==> src/rtl/frag_pkg.sv <==
package frag_pkg;

  typedef enum logic {ST_IDLE, ST_BUSY} frag_state_e;

  localparam int unsigned PAGE_BYTES = 4096;

  // Smaller of two 9-bit beat counts
  function automatic logic [8:0] beats_min(input logic [8:0] a, input logic [8:0] b);
    return (a < b) ? a : b;
  endfunction

  // Bytes from an offset inside a page up to the page end
  function automatic logic [12:0] page_room(input logic [11:0] page_off);
    return 13'd4096 - {1'b0, page_off};
  endfunction

endpackage

==> src/rtl/frag_lane_mask.sv <==
module frag_lane_mask #(
  parameter int ADDR_W = 32,
  parameter int BPB    = 8
) (
  input  logic [ADDR_W-1:0] beat_addr,
  input  logic [ADDR_W-1:0] lo_addr,
  input  logic [ADDR_W:0]   hi_addr,
  output logic [BPB-1:0]    lane_en
);
  for (genvar i = 0; i < BPB; i++) begin : g_lane
    logic [ADDR_W:0] byte_a;
    assign byte_a     = {1'b0, beat_addr} + (ADDR_W+1)'(i);
    assign lane_en[i] = (byte_a >= {1'b0, lo_addr}) && (byte_a < hi_addr);
  end
endmodule

==> src/rtl/frag_burst_calc.sv <==
module frag_burst_calc import frag_pkg::*; #(
  parameter int ADDR_W = 32,
  parameter int BPB    = 8,
  parameter int LG     = 3
) (
  input  logic [ADDR_W-1:0] cur_addr,
  input  logic [ADDR_W:0]   end_addr,
  input  logic [8:0]        max_beats,
  output logic [7:0]        burst_len,
  output logic              burst_last
);
  logic [ADDR_W:0] rem_bytes;
  logic [ADDR_W:0] rem_beats;
  logic [12:0]     page_beats;
  logic [8:0]      page_cap;
  logic [8:0]      cap_a;
  logic [8:0]      beats;

  always_comb begin
    rem_bytes  = end_addr - {1'b0, cur_addr};
    rem_beats  = (rem_bytes + (ADDR_W+1)'(BPB - 1)) >> LG;
    page_beats = page_room(cur_addr[11:0]) >> LG;
    page_cap   = (page_beats < 13'(max_beats)) ? page_beats[8:0] : max_beats;
    cap_a      = beats_min(page_cap, max_beats);
    beats      = (rem_beats < (ADDR_W+1)'(cap_a)) ? rem_beats[8:0] : cap_a;
    burst_last = ((ADDR_W+1)'(beats) == rem_beats);
    burst_len  = 8'(beats - 9'd1);
  end
endmodule

==> src/rtl/frag_ctrl.sv <==
module frag_ctrl import frag_pkg::*; #(
  parameter int ADDR_W = 32,
  parameter int LEN_W  = 24,
  parameter int LG     = 3
) (
  input  logic              clk,
  input  logic              rst_n,
  input  logic              req_valid,
  input  logic [ADDR_W-1:0] req_addr,
  input  logic [LEN_W-1:0]  req_bytes,
  input  logic [7:0]        req_max_len,
  output logic              req_ready,
  input  logic              cmd_ready,
  input  logic              burst_last,
  input  logic [7:0]        burst_len,
  output logic              cmd_valid,
  output logic [ADDR_W-1:0] cur_addr,
  output logic [ADDR_W-1:0] start_addr,
  output logic [ADDR_W:0]   end_addr,
  output logic [8:0]        max_beats,
  output logic              done
);
  frag_state_e state;
  logic        req_hs, cmd_hs, req_zero;
  logic [ADDR_W-1:0] step;

  assign req_ready = (state == ST_IDLE);
  assign cmd_valid = (state == ST_BUSY);
  assign req_hs    = req_valid && req_ready;
  assign cmd_hs    = cmd_valid && cmd_ready;
  assign req_zero  = (req_bytes == '0);
  assign step      = ADDR_W'({1'b0, burst_len} + 9'd1) << LG;

  always_ff @(posedge clk or negedge rst_n) begin
    if (!rst_n) begin
      state      <= ST_IDLE;
      cur_addr   <= '0;
      start_addr <= '0;
      end_addr   <= '0;
      max_beats  <= 9'd1;
      done       <= 1'b0;
    end else begin
      done <= (req_hs && req_zero) || (cmd_hs && burst_last);
      if (req_hs && !req_zero) begin
        state      <= ST_BUSY;
        cur_addr   <= (req_addr >> LG) << LG;
        start_addr <= req_addr;
        end_addr   <= {1'b0, req_addr} + (ADDR_W+1)'(req_bytes);
        max_beats  <= {1'b0, req_max_len} + 9'd1;
      end else if (cmd_hs) begin
        if (burst_last) state <= ST_IDLE;
        else            cur_addr <= cur_addr + step;
      end
    end
  end


  hold_cmd_chk: assert property (@(posedge clk) disable iff (!rst_n)
    cmd_valid && !cmd_ready |=> cmd_valid && $stable(cur_addr));

  start_cmd_chk: assert property (@(posedge clk) disable iff (!rst_n)
    req_valid && req_ready && (req_bytes != '0) |=> cmd_valid && !req_ready);

  zero_done_chk: assert property (@(posedge clk) disable iff (!rst_n)
    req_valid && req_ready && (req_bytes == '0) |=> done && !cmd_valid);

  final_done_chk: assert property (@(posedge clk) disable iff (!rst_n)
    cmd_valid && cmd_ready && burst_last |=> done && !cmd_valid && req_ready);
endmodule

==> src/rtl/axi_burst_fragmenter.sv <==
module axi_burst_fragmenter import frag_pkg::*; #(
  parameter int ADDR_W = 32,
  parameter int LEN_W  = 24,
  parameter int DATA_W = 64,
  localparam int BPB   = DATA_W / 8,
  localparam int LG    = $clog2(BPB)
) (
  input  logic              clk,
  input  logic              rst_n,
  input  logic              req_valid,
  output logic              req_ready,
  input  logic [ADDR_W-1:0] req_addr,
  input  logic [LEN_W-1:0]  req_bytes,
  input  logic [7:0]        req_max_len,
  output logic              cmd_valid,
  input  logic              cmd_ready,
  output logic [ADDR_W-1:0] cmd_addr,
  output logic [7:0]        cmd_len,
  output logic [2:0]        cmd_size,
  output logic [BPB-1:0]    cmd_first_be,
  output logic [BPB-1:0]    cmd_last_be,
  output logic              cmd_last,
  output logic              done
);
  logic [ADDR_W-1:0] cur_addr, start_addr, tail_addr;
  logic [ADDR_W:0]   end_addr;
  logic [8:0]        max_beats;
  logic [7:0]        burst_len;
  logic              burst_last;

  frag_ctrl #(.ADDR_W(ADDR_W), .LEN_W(LEN_W), .LG(LG)) i_ctrl (
    .clk(clk), .rst_n(rst_n), .req_valid(req_valid), .req_addr(req_addr),
    .req_bytes(req_bytes), .req_max_len(req_max_len), .req_ready(req_ready),
    .cmd_ready(cmd_ready), .burst_last(burst_last), .burst_len(burst_len),
    .cmd_valid(cmd_valid), .cur_addr(cur_addr), .start_addr(start_addr),
    .end_addr(end_addr), .max_beats(max_beats), .done(done)
  );

  frag_burst_calc #(.ADDR_W(ADDR_W), .BPB(BPB), .LG(LG)) i_calc (
    .cur_addr(cur_addr), .end_addr(end_addr), .max_beats(max_beats),
    .burst_len(burst_len), .burst_last(burst_last)
  );

  assign tail_addr = cur_addr + (ADDR_W'(burst_len) << LG);

  frag_lane_mask #(.ADDR_W(ADDR_W), .BPB(BPB)) i_head_mask (
    .beat_addr(cur_addr), .lo_addr(start_addr), .hi_addr(end_addr),
    .lane_en(cmd_first_be)
  );

  frag_lane_mask #(.ADDR_W(ADDR_W), .BPB(BPB)) i_tail_mask (
    .beat_addr(tail_addr), .lo_addr(start_addr), .hi_addr(end_addr),
    .lane_en(cmd_last_be)
  );

  assign cmd_addr = cur_addr;
  assign cmd_len  = burst_len;
  assign cmd_size = 3'(LG);
  assign cmd_last = burst_last;


  page_cross_chk: assert property (@(posedge clk) disable iff (!rst_n)
    cmd_valid |-> ({2'b0, cmd_addr[11:0]} + ((14'(cmd_len) + 14'd1) << LG)) <= 14'd4096);

  burst_cap_chk: assert property (@(posedge clk) disable iff (!rst_n)
    cmd_valid |-> ({1'b0, cmd_len} + 9'd1) <= max_beats);

  addr_align_chk: assert property (@(posedge clk) disable iff (!rst_n)
    cmd_valid |-> cmd_addr[LG-1:0] == '0);

  head_lane_chk: assert property (@(posedge clk) disable iff (!rst_n)
    cmd_valid |-> cmd_first_be != '0 && cmd_last_be != '0);
endmodule

==> config.mk <==
export PLATFORM = sky130hd
export DESIGN_NAME = axi_burst_fragmenter
export DESIGN_NICKNAME = d
export VERILOG_FILES = /design/src/rtl/frag_pkg.sv /design/src/rtl/frag_lane_mask.sv /design/src/rtl/frag_burst_calc.sv /design/src/rtl/frag_ctrl.sv /design/src/rtl/axi_burst_fragmenter.sv
export SDC_FILE = /design/constraint.sdc
export NUM_CORES = 1
export LEC_CHECK = 0
export BUFFER_PORTS_ARGS = -buffer_cell sky130_fd_sc_hd__clkbuf_2
export CAP_MARGIN = 20
export CELL_PAD_IN_SITES_DETAIL_PLACEMENT = 1
export CELL_PAD_IN_SITES_GLOBAL_PLACEMENT = 2
export CORE_MARGIN = 4
export CORE_UTILIZATION = 36
export DETAILED_ROUTE_END_ITERATION = 16
export PLACE_DENSITY_LB_ADDON = 0.1
export SLEW_MARGIN = 40
export SYNTH_ARGS = -nofsm -noshare
export SYNTH_HDL_FRONTEND = slang
export SYNTH_HIERARCHICAL = 1
export SYNTH_SLANG_ARGS = --single-unit
export TNS_END_PERCENT = 1
==> constraint.sdc <==
create_clock -name clk -period 11.4 [get_ports clk]
set_input_delay 1.71 -clock clk [delete_from_list [all_inputs] [get_ports clk]]
set_output_delay 1.71 -clock clk [all_outputs]
set_load 0.01 [all_outputs]
; ---- After elaboration in Yosys (flattened, before gate mapping)
; Index checks and enable logic that the tools add are counted.
[classes]
n_reduce_logical = 28
n_lt_le_gt_ge = 35
n_bitwise = 1
add_sub_neg = 23
n_mux = 9
n_eq_ne = 2
[ops]
columns = cell, count
row1 = 33-bit by 32-bit >= comparator with 1-bit output, 14
row2 = 33-bit < comparator, 14
row3 = 32-bit by 3-bit adder with 33-bit output (second input constant), 8
row4 = 32-bit by 2-bit adder with 33-bit output (second input constant), 4
row5 = 32-bit two-way mux, 3
row6 = 32-bit by 1-bit adder with 33-bit output (second input constant), 2
row7 = 32-bit by 33-bit < comparator with 1-bit output, 2
row8 = 32-bit >= comparator, 2
row9 = 32-bit by 24-bit adder with 33-bit output, 1
row10 = 33-bit by 3-bit adder with 33-bit output (second input constant), 1
row11 = 33-bit by 32-bit subtractor with 33-bit output, 1
row12 = 32-bit by 11-bit adder with 32-bit output, 1
row13 = 32-bit adder, 1
row14 = 9-bit by 30-bit == test with 1-bit output, 1
row15 = 30-bit by 9-bit < comparator with 1-bit output, 1
row16 = 9-bit two-way mux, 3
row17 = 24-bit zero test, 1
row18 = 1-bit logical AND, 21
row19 = 8-bit by 1-bit adder with 9-bit output (second input constant), 2
row20 = 13-bit by 12-bit subtractor with 13-bit output (first input constant), 1
row21 = 10-bit by 9-bit < comparator with 1-bit output, 1
row22 = 9-bit < comparator, 1
row23 = 8-bit by 1-bit subtractor with 8-bit output (second input constant), 1
row24 = 2-bit AND reduction, 2
row25 = 6 further kinds, 9
[word_totals]
regBits = 108
wordCells = 104
inputBits = 68
out_inout_bits = 63

; ---- Depth between registers and ports, before layout
; Gate-level depths: netlist (run 1).
[logic_depth]
depth_word = 13
ltp_mapped = 53
mapped_depth_nobuf = 48

; ---- By module
; Netlist (run 1), hierarchy kept.
[modules_own_cells]
columns = mod, seq_area_each_um2, cells_per_inst, n_inst, area_per_inst_um2
row1 = frag_lane_mask at i_tail_mask, 0.0, 1839, 1, 14266.2
row2 = frag_lane_mask at i_head_mask, 0.0, 1827, 1, 14113.5
row3 = frag_ctrl, 2628.8, 736, 1, 6545.0
row4 = frag_burst_calc, 0.0, 544, 1, 3846.2
row5 = axi_burst_fragmenter, 0.0, 105, 1, 877.1

; ---- Worst setup path before layout (run 1)
; Ideal clock, no wire load.
[synth_path]
path_type = reg-to-output
start = reg i_ctrl.cur_addr[4]
end = out cmd_last_be[6]
n_path_buf = 4
path_stages_with_launch = 43
t_required_ns = 9.690
arrival_ns = 10.423
slack_ns = -0.733
path_cell_list = dfrtp_1 nor4_1 nand2_1 nor2_1 nand2_1 xnor2_1 ha_1 a21oi_1 nor2b_1 a311o_1 nor3_2 buf_2 clkbuf_1 o21ai_0 ha_1 a21oi_1 o21ai_0 a221o_1 [... 7 more ...] o41ai_1 a31oi_1 o41ai_2 nor4_4 mux2i_1 ha_1 a21o_1 a221oi_4 a211oi_1 xor2_1 clkbuf_1 xnor2_1 ha_1 nand4_1 or4_1 nor4_1 o2111ai_1 nor3b_1
[synth_via]
elab_chain_len = 12
word_cells_on_any_way = 15
classes_between = 6 x add/sub / 5 x order compare / 3 x mux / 1 x reduce/logical
[synth_lines]
columns = element, line
row1 = "start, declared", frag_ctrl.sv:17  ; output logic [ADDR_W-1:0] cur_addr,
row2 = "start signal, assigned", frag_ctrl.sv:46  ; cur_addr <= (req_addr >> LG) << LG;
row3 = "start signal, assigned", frag_ctrl.sv:52  ; else cur_addr <= cur_addr + step;
row4 = 13-bit by 12-bit subtractor with 13-bit output, frag_pkg.sv:14  ; return 13'd4096 - {1'b0, page_off};
row5 = 10-bit by 9-bit < comparator with 1-bit output, frag_burst_calc.sv:23  ; page_cap = (page_beats < 13'(max_beats)) ? page_beats[8:0] : max_beats;
row6 = 9-bit two-way mux, frag_burst_calc.sv:23
row7 = 9-bit < comparator, frag_pkg.sv:9  ; return (a < b) ? a : b;
row8 = 9-bit two-way mux, frag_pkg.sv:9
row9 = 30-bit by 9-bit < comparator with 1-bit output, frag_burst_calc.sv:25  ; beats = (rem_beats < (ADDR_W+1)'(cap_a)) ? rem_beats[8:0] : cap_a;
row10 = 9-bit two-way mux (*), frag_burst_calc.sv:25
row11 = 8-bit by 1-bit subtractor with 8-bit output (*), frag_burst_calc.sv:27  ; burst_len = 8'(beats - 9'd1);
row12 = named net cmd_len[6], axi_burst_fragmenter.sv:18  ; output logic [7:0] cmd_len,
row13 = 32-bit by 11-bit adder with 32-bit output (*), axi_burst_fragmenter.sv:44  ; assign tail_addr = cur_addr + (ADDR_W'(burst_len) << LG);
row14 = named net tail_addr[24], axi_burst_fragmenter.sv:25  ; logic [ADDR_W-1:0] cur_addr, start_addr, tail_addr;
row15 = 32-bit by 3-bit adder with 33-bit output (*), frag_lane_mask.sv:12  ; assign byte_a = {1'b0, beat_addr} + (ADDR_W+1)'(i);
row16 = 33-bit by 32-bit >= comparator with 1-bit output / 33-bit < comparator (equally long branches), frag_lane_mask.sv:13  ; assign lane_en[i] = (byte_a >= {1'b0, lo_addr}) && (byte_a < hi_addr);
row17 = 1-bit logical AND (*), frag_lane_mask.sv:13
row18 = "end, declared", axi_burst_fragmenter.sv:21  ; output logic [BPB-1:0] cmd_last_be,
; Mark *: on every way through the listed nets, which the timed path passes. The rest lies on a longest branch.

; ---- Worst setup path in the final report (run 1)
[layout_path]
start = reg i_ctrl.cur_addr[4]
end = out cmd_last_be[7]
[layout_via]
elab_chain_len = 12
word_cells_on_any_way = 15
classes_between = 6 x add/sub / 5 x order compare / 3 x mux / 1 x reduce/logical
[layout_lines]
columns = element, line
row1 = 13-bit by 12-bit subtractor with 13-bit output, frag_pkg.sv:14
row2 = 10-bit by 9-bit < comparator with 1-bit output, frag_burst_calc.sv:23
row3 = 9-bit two-way mux, frag_burst_calc.sv:23
row4 = 9-bit < comparator, frag_pkg.sv:9
row5 = 9-bit two-way mux, frag_pkg.sv:9
row6 = 30-bit by 9-bit < comparator with 1-bit output, frag_burst_calc.sv:25
row7 = 9-bit two-way mux, frag_burst_calc.sv:25
row8 = 8-bit by 1-bit subtractor with 8-bit output, frag_burst_calc.sv:27
row9 = 32-bit by 11-bit adder with 32-bit output (*), axi_burst_fragmenter.sv:44
row10 = named net tail_addr[23], axi_burst_fragmenter.sv:25
row11 = 32-bit by 3-bit adder with 33-bit output (*), frag_lane_mask.sv:12
row12 = 33-bit by 32-bit >= comparator with 1-bit output / 33-bit < comparator (equally long branches), frag_lane_mask.sv:13
row13 = 1-bit logical AND (*), frag_lane_mask.sv:13
; Marked as above.

==> results of run 1 <==
[worst max-delay path: cells and delay by family, from the launching register on]
family	cells	cell delay [ns]
adders and majority gates	6	1.69
AOI/OAI and AO/OA	13	2.74
muxes	1	0.09
and+or+nand+nor	15	2.87
buffers and inverters	9	1.39
DFF	1	0.42
xor gates and xnor gates	3	0.47
[kinds of logic (layout without fill, tap and decap cells)]
family | count (synthesis) | count (layout) | synth area share
compound gates | 1247 | 1247 | 0.207
xor+xnor | 519 | 519 | 0.115
fa+ha+maj | 1141 | 1141 | 0.361
buf+inv | 376 | 680 | 0.0406
flops | 105 | 105 | 0.0663
mux | 14 | 14 | 0.00353
other cells | 3 | 7 | 0.000284
simple gates | 1646 | 1646 | 0.208
[cell usage in the layout, fill, tap and decap left out, types with 21 or more instances in the layout]
cell type                  Yosys  final
sky130_fd_sc_hd__nand2b_1     25     25
sky130_fd_sc_hd__and2_1       22     21
sky130_fd_sc_hd__o211ai_1     39     39
sky130_fd_sc_hd__xnor2_1     300    290
sky130_fd_sc_hd__and3_1       40     39
sky130_fd_sc_hd__xor2_1      219    205
sky130_fd_sc_hd__nor2b_1      44     42
sky130_fd_sc_hd__nor4_1       37     28
sky130_fd_sc_hd__o21a_1       25     25
sky130_fd_sc_hd__ha_1       1137   1124
sky130_fd_sc_hd__and4_1       29     28
sky130_fd_sc_hd__nand4_1     207    207
sky130_fd_sc_hd__o21ai_0     224    211
sky130_fd_sc_hd__a211oi_1     87     80
sky130_fd_sc_hd__nor2_1      307    301
sky130_fd_sc_hd__a21o_1      231    231
sky130_fd_sc_hd__a21oi_1     393    377
sky130_fd_sc_hd__buf_4        20    281
sky130_fd_sc_hd__nand3_1     153    151
sky130_fd_sc_hd__dfrtp_1     104    102
sky130_fd_sc_hd__inv_1       227    227
sky130_fd_sc_hd__nand2_1     548    542
sky130_fd_sc_hd__nor3_1      107     95
sky130_fd_sc_hd__a31oi_1      30     26
sky130_fd_sc_hd__clkbuf_2      1    120
[cell usage after synthesis, drive strengths merged, types with 62 or more instances]
library cell and number:
a211oi 90, a21o 231, a21oi 398, buf 87, clkbuf 62, dfrtp 104, ha 1137, inv 227
nand2 549, nand3 155, nand4 213, nor2 315, nor3 114, o21ai 234, xnor2 300, xor2 219
[stage by stage]
step,setup TNS [ns],setup WS (ns)
2_1_floorplan,-0.303,-0.0754
3_3_place_gp,-2.10,-0.742
3_5_place_dp,-2.39,-0.534
4_1_cts,-1.29,-0.202
5_1_grt,-5.00,-0.676
6_report,-2.12,-0.377
[what timing repair did]
item / CTS / global route
pin swaps: 48 / 58
hold endpoints to repair: 0 / 0
endpoints found under the setup margin: 8 / 8
setup buffers: 26 / 14
gates resized for setup: 79 / 73
[path summary, 6_finish.rpt]
| kind | end | slack, ns |
|---|---|---|
| max | cmd_last_be[7] | -0.38 |
| min | i_ctrl/max_beats[6] | 0.49 |
| max reg2reg | i_ctrl/cur_addr[22] | 2.29 |
| min reg2reg | i_ctrl/max_beats[6] | 0.49 |
| max in group asynchronous | i_ctrl/start_addr[24] | 9.01 |
| min in group asynchronous | i_ctrl/max_beats[3] | 1.29 |
[power by group through the flow]
stage | sequential (mW) | combinational (mW) | clock [mW]
after floorplan | 0.528 | 7.11 | 0
after global routing | 0.491 | 13.1 | 0.366
after global placement | 0.489 | 10.8 | 0
after detailed placement | 0.491 | 11.0 | 0
final | 0.490 | 12.0 | 0.348
after CTS | 0.486 | 11.4 | 0.355
[registers in the layout (all words and copies together), names as in the netlist]
name	cells
i_ctrl/done	1
i_ctrl/max_beats	9
i_ctrl/cmd_valid	1
i_ctrl/cur_addr	29
i_ctrl/start_addr	32
i_ctrl/end_addr	33
[cell type report]
cell class                      count  area, um2  share of cell area
Multi-Input combinational cell   4573      36500               0.805
Timing Repair Buffer              437       3210              0.0708
Sequential cell                   105       2630              0.0580
Tap cell                         1476       1850              0.0407
Inverter                          227        852              0.0188
Clock buffer                       11        243             0.00535
Clock inverter                      5       67.6             0.00149
Antenna cell                        1       2.50           0.0000551
[routing by layer]
layer / part of all wire / global-route usage / up-vias
li1: - / - / 19400
met1: 0.43 / 0.433 / 20900
met2: 0.45 / 0.570 / 1337
met3: 0.050 / 0.0360 / 472
met4: 0.068 / 0.192 / 8
met5: 0.00023 / 0 / -
==> run summary, run 1 <==
The flow ran to the end, but the final reports show violations. The final reports fail on negative setup slack. Kind of critical path: reg -> out.

Along the worst hold path, the cell count comes to 2. TritonCTS built the clock tree. The horizontal die dimension is 340 um, and the initial antenna violation count is 5. For the pin with the worst max-slew slack, the measured transition is 1.24 ns. Once placement completed, the tool counted placed cells totaling 6778. By area the synthesized netlist is led by sky130_fd_sc_hd__ha_1 36%, sky130_fd_sc_hd__xnor2_1 6.6%, sky130_fd_sc_hd__dfrtp_1 6.6%, sky130_fd_sc_hd__nand2_1 5.2%, sky130_fd_sc_hd__a21oi_1 5.0%. At the end of routability-driven placement, the weighted congestion stood at 0.965.

The most critical setup path has its startpoint at i_ctrl/cur_addr[4]. The final worst setup slack came out at -0.377 ns. The type of the worst min-delay path is reg -> reg. In this run the count of I/O pins placed on the die edge is 131.

The period utilization works out to 1.03. The power per cell area came out at 283 nW/um2. For the required time of the critical path, the log shows 9.69 ns. In this run the number of H-tree levels came out at 3.

STA classifies the critical path endpoint as a primary output. Setup repair after global routing could not meet its margin everywhere. The max-capacitance violation count was 0. The die extent in y was 340 um; the mean instance size in the synthesized netlist was 7.85 um2. STA classifies the critical path startpoint as a register.

The top cell type's share of synthesized area was 0.359. The switching portion of total power came out at 0.588. The fraction of final layout cells with drive strength greater than 1 is 0.128. The remaining global-route overflow came out at 0. The logs give 84.9 MHz for the achievable clock frequency and 0.343 for the overall track demand over capacity in global routing. The routed length per instance was 30.1 um. The largest area contributor in the synthesized netlist is sky130_fd_sc_hd__ha_1. The finished layout holds 6835 standard cells, fillers aside. The run gives 9 as the number of buffers added by the clock tree synthesis step. For this block, the initial DRC count from the detailed router was 2749. The overall power of the completed layout was 12.8 mW; the maximum vdd drop was 0.000227 V. The final core area utilization was 0.416; the relative max-transition margin was 0.174. In this run the core area contains 121 standard-cell rows. The number of distinct library cell variants in the gate-level netlist after synthesis was 115; the largest net degree at the start of global routing was 74. The worst clock skew on the final layout is 0.0141 ns, and the placed cell area is 43900 um2.

The detailed router placed 42000 vias in this run. Initial core utilization: 0.363. The run gives 13300 as the filler cell count. Depth of the worst register-to-register path: 39.

The critical path's largest stage delay is 0.55 ns. In the synthesized netlist the dominant register cell turns out to be sky130_fd_sc_hd__dfrtp_1. The run gives 0.0663 as the sequential element share of the synthesized area. The arrival time of data at the critical path endpoint came out at 10.07 ns. Internal power comes to 5.28 mW. Counting I/O delays and the setup requirement, the final critical path takes 11.78 ns. For this design the total switching power over the nets is 7.55 mW. The async set-reset flop share out of synthesis is 1.00. The detail route stage leaves a number of antenna-violating nets equal to 0. The analysis attributes to cell leakage a power of 21.5 nW. The slowest stage of the critical path belongs to the cell sky130_fd_sc_hd__or4b_4.

The share of total power in combinational logic was 0.935. The tree built by TritonCTS fans out to 105 sinks. The net count reported at finish was 6561; the final cell area excluding filler cells was 45400 um2. Clock-pin slew was measured on the worst setup and hold paths at 0.08 ns. The number of buffers inserted for hold repair after clock tree synthesis was 0; the post-synth design cell area was 39600 um2. For this run, design rule violations remaining after detail routing come to 0. The later pin in the worst-skew pair is clocked with a latency of 0.39 ns. The first global-routing pass estimated 295000 um of wire. The startpoint identified for the worst hold timing path is i_ctrl/max_beats[6]. The first detailed-routing pass ran for 5 iterations. The HPWL after detailed placement is 169000 um.

The number of enable flip-flop cells after synthesis was 0. The hold slack was 0.492 ns. The tree is rooted in a sky130_fd_sc_hd__clkbuf_16. Yosys printed 6 warnings.

The run gives 116000 um2 as the die footprint. The total area inside the core boundary comes to 109000 um2. Summed over all layers, the routed wires come to 206000 um.

Setup violations remaining at the end of the flow were counted as 8. The sequential cell fraction of total power was 0.038. Among the stages of the critical path, the cell type that occurs most often is sky130_fd_sc_hd__buf_6. In this run the worst path has a maximum fanout of 7. The number of global-route vias before repair came out at 43100.

The number of failing hold endpoints at the final stage was 0; the proportion of power drawn by the clock network was 0.027. Compared with the post-synthesis result, the final layout area differs by 14.5%. The startpoint identified for the worst register-to-register timing path is i_ctrl/cur_addr[4]. In the synthesized netlist, the number of instances is 5051. The post-synthesis register bit count works out to 105.

In the routed layout, each cell is associated on average with a via count of 6.15. In this run the tool buffered the top-level ports with 124 buffer cells. The maximum number of buffers from clock root to sink came out at 2. The tools report the max-slew violation count as 0.
Power figures use the tool's default switching activity.
==> run 2, diff against run 1 <==
Settings changed: SKIP_LAST_GASP set to 1.
==> run 2 against run 1 <==
  * The run still ends with negative setup slack left
  * Routed wire length decreased by 0.42%
  * Clock power barely moved
  * Largest cell class unchanged
  * Largest power group unchanged
  * Critical path depth fell by 1
  * Die area stayed put
  * Non-clock buffer count down 13
  * Clock skew fell by 0.00071 ns
  * Core utilization is 0.43 points lower
  * Sequential share of layout area increased by 0.060 points
  * Combinational power is essentially flat
  * Power decreased by 2.0%
  * Register-to-register slack improved by 0.11 ns
==> run summary, run 2 (synthesis gave the netlist of run 1 again) <==
At the later pin of the worst-skew pair, clock insertion delay measures 0.39 ns. The overall power of the completed layout was 12.6 mW; the initial core utilization was 0.363. In this run the standard cell core region covers 109000 um2.

The final core area utilization was 0.411; the number of remaining DRC errors was 0. For the pin with the worst max-slew slack, the measured transition is 1.27 ns. For the remaining global-route overflow, the log shows 0. The final wirelength came out at 205000 um. STA classifies the critical path startpoint as a register.

For this design, the CTS-stage hold fixing added 0 buffers. The run gives 0.000227 V as the maximum vdd drop. Leaving out fill and tap cells, the most frequent cells in the layout are 1127 x sky130_fd_sc_hd__ha_1, 546 x sky130_fd_sc_hd__nand2_1, 386 x sky130_fd_sc_hd__a21oi_1. The kind of capture point of the worst setup path was a primary output. Measured along the y axis, the die boundary spans 340 um. The run finished, with violations left. Final weighted congestion of routability-driven global placement: 0.965. The logs give 2.40 ns for the register-to-register path setup slack and 9.69 ns for the required time of the critical path. The flip-flop count of the largest register, all copies and words added is 33. The switching portion of total power works out to 0.591.

The checks that failed: negative setup slack. Cell with the largest stage delay on the worst path: sky130_fd_sc_hd__or4b_1. The run gives 0.343 as the overall track demand over capacity in global routing. The root cell of the clock tree is sky130_fd_sc_hd__clkbuf_16. The tools report the achievable clock frequency as 85.3 MHz.

The signed area change from the synthesized netlist to the final layout was 13.3%. In this run the most critical hold path is launched from i_ctrl/max_beats[6]. The number of cells on the worst reg-to-reg path is 40. After clock tree synthesis, the clock-pin slew on the worst setup and hold paths is 0.08 ns.

The first TritonRoute pass finished after 5 iterations. Timing analysis after detailed placement gives a worst setup slack of -0.534 ns. The filler cell count was 13300; the power per cell area was 280 nW/um2. The tools report the total number of vias as 41900. In the routed layout, each cell is associated on average with a via count of 6.14.

The worst hold path terminates at i_ctrl/max_beats[6]. Data on the critical path arrives at its endpoint at 10.01 ns. From left edge to right edge, the die measures 340 um.

The hold slack was 0.491 ns. TritonCTS built the clock tree. The critical path's largest stage delay was 0.52 ns.

The internal power of the cells totals 5.15 mW. Setup repair after global routing could not meet its margin everywhere. The number of buffers added by the clock tree synthesis step is 9, and the count of final setup violators is 8.

For this design the static power due to leakage is 21.4 nW. The tools report the max-slew violation count as 0. Dividing the detail-routed wire length by the instance count gives 30.1 um. The time the worst path needs with I/O delays and setup works out to 11.72 ns.

Clock skew on the completed layout was measured at 0.0133 ns. The worst setup path is of the reg -> out kind. The number of buffers inserted by port buffering works out to 124.

Pin placement for this block handled 131 I/O pins. The fraction of final layout cells with drive strength greater than 1 came out at 0.117. The most common cell after layout, fill and taps aside was sky130_fd_sc_hd__ha_1.

Registers take 2630 um2. The area of the multi-input gates was 36200 um2; the wire length of the first global-routing pass was 295000 um. Relative max-transition margin: 0.153.

Entering global routing, the biggest net connects 74 pins. The HPWL after detailed placement is 169000 um. The detailed router finished its first iteration with 2846 violations.

The clock passes through at most 2 buffers. Broken down by cell family, the worst path's largest delay share belongs to compound AO/OA/AOI/OAI gates. Number of buffer and inverter stages on the critical path: 8. For the initial antenna violation count, the log shows 5.

In this run the critical register-to-register path is captured at i_ctrl/cur_addr[22]. Once detail routing completed, the nets flagged for antenna violations numbered 0. The proportion of power drawn by the clock network was 0.028. Number of global-route vias before repair: 43100. The clock tree synthesis step divided the H-tree into 3 levels.

The worst hold path cell count is 2, and the net count reported at finish is 6548. The tools report the final worst setup slack as -0.317 ns. The launching point of the worst reg2reg path is i_ctrl/cur_addr[4]. The cell seen most often among critical-path stages was sky130_fd_sc_hd__ha_1. Clock tree synthesis found a total of 105 sinks.

Along the worst path, the maximum fanout reaches 12. The die covers 116000 um2. The share of total power in combinational logic is 0.934, and the max-capacitance violation count is 0. The type of the worst min-delay path is reg -> reg. The number of failing hold endpoints at the final stage came out at 0. The largest registers in the layout are i_ctrl/end_addr (33), i_ctrl/start_addr (32), i_ctrl/cur_addr (29). The floorplan has 121 rows.

The logs give 0.039 for the sequential cell fraction of total power and 7.43 mW for the switching power summed over all nets. The period utilization works out to 1.03. Register with the most flip-flops: i_ctrl/end_addr.
-- run 2: worst max-delay path by stage --
stage	startpoint	end	slack, ns	depth (start not counted)
2_1_floorplan	i_ctrl/cur_addr[3]	cmd_last_be[6]	-0.08	40
3_3_place_gp	i_ctrl/cur_addr[4]	cmd_last_be[0]	-0.74	47
3_5_place_dp	i_ctrl/cur_addr[4]	cmd_last_be[0]	-0.53	47
4_1_cts	i_ctrl/cur_addr[7]	cmd_last_be[6]	-0.20	45
5_1_grt	i_ctrl/cur_addr[4]	cmd_last_be[6]	-0.72	44
6_report	i_ctrl/cur_addr[4]	cmd_last_be[7]	-0.32	46
-- run 2: worst min-delay path, delay by kind of cell, from the launching register on --
kind / cells / cell delay, ns
simple gates: 1 / 0.05
compound gates: 1 / 0.06
flops: 1 / 0.35
-- run 2: area by class of cell --
class | count | area share
clock buffer | 11 | 0.00540
clock inverter | 5 | 0.00150
antenna | 1 | 0.0000557
tap | 1476 | 0.0411
multi-input combinational | 4573 | 0.805
sequential | 105 | 0.0586
timing repair buffer | 424 | 0.0690
inverter | 227 | 0.0190
-- run 2: metrics by stage --
stage | instances | area, um2 | setup TNS (ns)
after floorplan | 5054 | 39900 | -0.303
after CTS | 6820 | 44900 | -1.47
after detailed placement | 6778 | 43900 | -2.39
after global placement | 6778 | 43900 | -2.10
final | 6822 | 44900 | -1.68
after global routing | 6821 | 44900 | -5.43
-- run 2: power groups by stage --
stage	Clock (mW)	Sequential (mW)	Combinational (mW)
after detailed placement	0	0.491	11.0
after global routing	0.365	0.491	12.9
after floorplan	0	0.528	7.11
final	0.347	0.489	11.7
after CTS	0.355	0.486	11.4
after global placement	0	0.489	10.8
-- run 2: per-layer routing --
| metal | global-route usage | part of all wire |
|---|---|---|
| met3 | 0.0391 | 0.051 |
| met2 | 0.571 | 0.45 |
| met5 | 0 | 0.00023 |
| met1 | 0.431 | 0.43 |
| met4 | 0.190 | 0.069 |
-- run 2: what timing repair did --
item,CTS,global route
resized for setup,70,6
hold endpoints to repair,0,0
pin swaps,44,7
buffers inserted,26,1
endpoints found under the setup margin,8,8
==> run 3, diff against run 2 <==
Settings changed: CORE_UTILIZATION 36 to 43, RECOVER_POWER set to 25.
Clock period 11.4 ns to 14.8 ns, I/O delays scaled along.
==> run 3 against run 2 <==
  * The run ends with max-capacitance violations, max-slew violations left
  * Clock-buffer cell count is 1 higher
  * Register-to-register slack improved by 2.2 ns
  * Power shrank 29%
  * Sequential share of layout area increased by 0.37 points
  * Worst setup slack improved by 0.85 ns
  * Clock skew hardly changed
  * Via count is 1.2% lower
  * Core utilization up 5.0 points
  * Worst hold slack improved by 0.0025 ns
  * Critical path depth down 2
  * Sequential power shrank 19%
  * Critical endpoint is now cmd_last_be[2]
  * Largest power group unchanged
==> run summary, run 3 (synthesis gave the netlist of run 1 again) <==
The flow ran to the end, but the final reports show violations. The final reports fail on max-capacitance violations, max-slew violations. Data on the critical path is required at its endpoint by 12.58 ns. The run gives 0.031 as the proportion of power drawn by the clock network. In this design, the largest share of critical-path delay is due to compound AO/OA/AOI/OAI gates. In this run, placement finished with an instance count of 6301. The transition time at the pin with the least slew margin came out at 3.47 ns.

The multi-input combinational cells in the finished layout cover a total of 35600 um2. Setup repair after global routing left no endpoint under its margin. The launching point of the worst reg2reg path is i_ctrl/cur_addr[4]. The type of the worst min-delay path is reg -> reg. The root cell of the clock tree was sky130_fd_sc_hd__clkbuf_16. The number of buffers inserted by port buffering was 124; the sequential cell area was 2630 um2. The internal portion of the total power is 3.49 mW. The register with the most flip-flops was i_ctrl/end_addr. The initial antenna violation count was 6; the power per cell area was 211 nW/um2. For this run, the top clock speed supported by timing is 70.1 MHz. The number of clock buffers added by TritonCTS is 9. The total number of vias is 41400. The logs give 0.433 for the initial core utilization and 91500 um2 for the core box area. For the worst-skew pair, the clock arrives at the later sink with an insertion delay of 0.39 ns. The first detailed-routing pass ran for 5 iterations.

The max-slew violation count came out at 114. STA puts the critical path data arrival time at 12.05 ns. The largest single stage delay on the critical path is 0.62 ns.

The largest net degree at the start of global routing was 57. The total overflow left after global routing is 0. The sequential cell fraction of total power is 0.044, and the highest net fanout along the worst path is 26. Total number of H-tree levels: 3.

The worst setup path is launched from a register. Wire length of the first global-routing pass: 284000 um. The tools report the filler cell count as 11300. The tools report the total clock sinks as 105. The register with the most flip-flops in the layout has 33 of them. The final wirelength is 197000 um. The slowest stage of the critical path is the sky130_fd_sc_hd__a311oi_2 cell. The number of buffers inserted for hold repair after clock tree synthesis is 0. The tool flagged a number of max-cap violations equal to 2. The library cells used most frequently in the layout, excluding fill and tap cells, are 1137 x sky130_fd_sc_hd__ha_1, 548 x sky130_fd_sc_hd__nand2_1, 393 x sky130_fd_sc_hd__a21oi_1.

Across the VDD grid, the largest voltage drop is 0.000195 V. The worst setup path is of the reg -> out kind. After detailed routing, the number of remaining DRC violations is 0. The run gives 0.925 as the share of total power in combinational logic. The longest clock path from root to sink contains 2 buffers. The net count reported at finish was 6338. The analysis attributes to net switching a power of 5.42 mW. In the routed layout, each cell is associated on average with a via count of 6.54. Together, buffers and inverters on the worst path number 6. The period utilization came out at 0.964. The run gives 0.390 as the overall track demand over capacity in global routing. At the end of routability-driven placement, the weighted congestion stood at 1.02. In the final routed layout, each cell accounts on average for 31.2 um. The run gives 97100 um2 as the die footprint. The floorplan step set the die width to 312 um. The count of final setup violators was 0; the relative max-transition margin was -1.31.

In the final layout, the registers with the most flip-flops are i_ctrl/end_addr (33), i_ctrl/start_addr (32), i_ctrl/cur_addr (29). The number of cells in the finished layout apart from fillers is 6324. The iteration-0 DRC count of the detailed router is 3128. Once detailed placement completed, the half-perimeter wirelength came to 159000 um. From synthesis to final layout, the design area changed by 6.51%.

The count of nets left with antenna violations after detail routing was 0; the number of global-route vias before repair was 41900. The die extent in y is 312 um. In this run the most critical hold path is launched from i_ctrl/max_beats[6].

The fraction of final layout cells with drive strength greater than 1 was 0.0670; the time the worst path needs with I/O delays and setup was 14.27 ns. The library cell used most frequently in the layout, excluding fill and tap cells, is sky130_fd_sc_hd__ha_1. Leakage power: 20.2 nW.

The worst setup path is captured at a primary output. The worst clock skew on the final layout was 0.0129 ns. During I/O placement, the number of pins put on the boundary was 131.

The switching portion of total power works out to 0.608. The number of rows created at floorplan came out at 111. The critical path starts at i_ctrl/cur_addr[4].

The run gives 8.90 mW as the overall power of the completed layout. After clock tree synthesis, the clock-pin slew on the worst setup and hold paths is 0.08 ns. The number of failing hold endpoints at the final stage came out at 0. TritonCTS built the clock tree.
run 3: cell count changes in the layout (fill, tap and decap cells not counted), sizes merged:
cell | before | now
buf | 301 | 89
clkbuf | 134 | 137
clkinv | 1 | 3
diode | 1 | 3
inv | 230 | 227
run 3: worst reg2reg max path: cells and delay by family, from the launching register on:
family | cells | cell delay [ns]
and+or+nand+nor | 16 | 4.31
DFF | 1 | 0.48
xor gates and xnor gates | 1 | 0.33
muxes | 1 | 0.27
AOI/OAI and AO/OA | 12 | 2.38
buffers and inverters | 5 | 1.01
adders and majority gates | 5 | 1.29
run 3: area by class of cell:
| class | instances | area share |
|---|---|---|
| Clock inverter | 4 | 0.00151 |
| Multi-Input combinational cell | 4573 | 0.844 |
| Inverter | 227 | 0.0202 |
| Antenna cell | 3 | 0.000178 |
| Timing Repair Buffer | 214 | 0.0309 |
| Sequential cell | 105 | 0.0622 |
| Clock buffer | 12 | 0.00584 |
| Tap cell | 1186 | 0.0351 |
run 3: per-layer routing:
layer | track usage | vias up | routed length [um]
met1 | 0.477 | 20300 | 80100
met3 | 0.0532 | 581 | 12400
met2 | 0.645 | 1541 | 88500
li1 | - | 18900 | -
met4 | 0.248 | 4 | 16100
met5 | 0 | - | 31
run 3: timing repair:
action                     CTS  global route
setup buffers                0             4
pin swaps                    0             1
setup endpoints to repair    4             8
resized for setup            1             8
run 3: final timing paths:
path	end	slack (ns)	cells after the start
hold reg to reg	i_ctrl/max_beats[6]	0.49	2
min in group asynchronous	i_ctrl/start_addr[8]	2.99	1
setup reg to reg	i_ctrl/cur_addr[23]	4.60	40
hold / removal	i_ctrl/max_beats[6]	0.49	2
setup / recovery	cmd_last_be[2]	0.53	44
max in group asynchronous	i_ctrl/cur_addr[30]	7.38	2
run 3: power by group through the flow:
stage | clock network, mW | logic [mW] | registers [mW]
3_3_place_gp | 0 | 7.69 | 0.396
6_report | 0.272 | 8.24 | 0.394
5_1_grt | 0.288 | 9.04 | 0.394
2_1_floorplan | 0 | 5.42 | 0.404
4_1_cts | 0.279 | 7.96 | 0.391
3_5_place_dp | 0 | 7.91 | 0.397
run 3: per-stage QoR:
stage,setup TNS (ns),worst slack (ns),util,instance area (um2),hold slack (ns)
2_1_floorplan,0,2.16,-,39700,0.450
3_3_place_gp,0,0.499,0.456,41700,0.466
3_5_place_dp,0,0.375,0.457,41800,0.482
4_1_cts,-0.166,-0.0891,0.460,42100,0.500
5_1_grt,0,0.0552,0.461,42200,0.525
6_report,0,0.532,0.461,42200,0.494
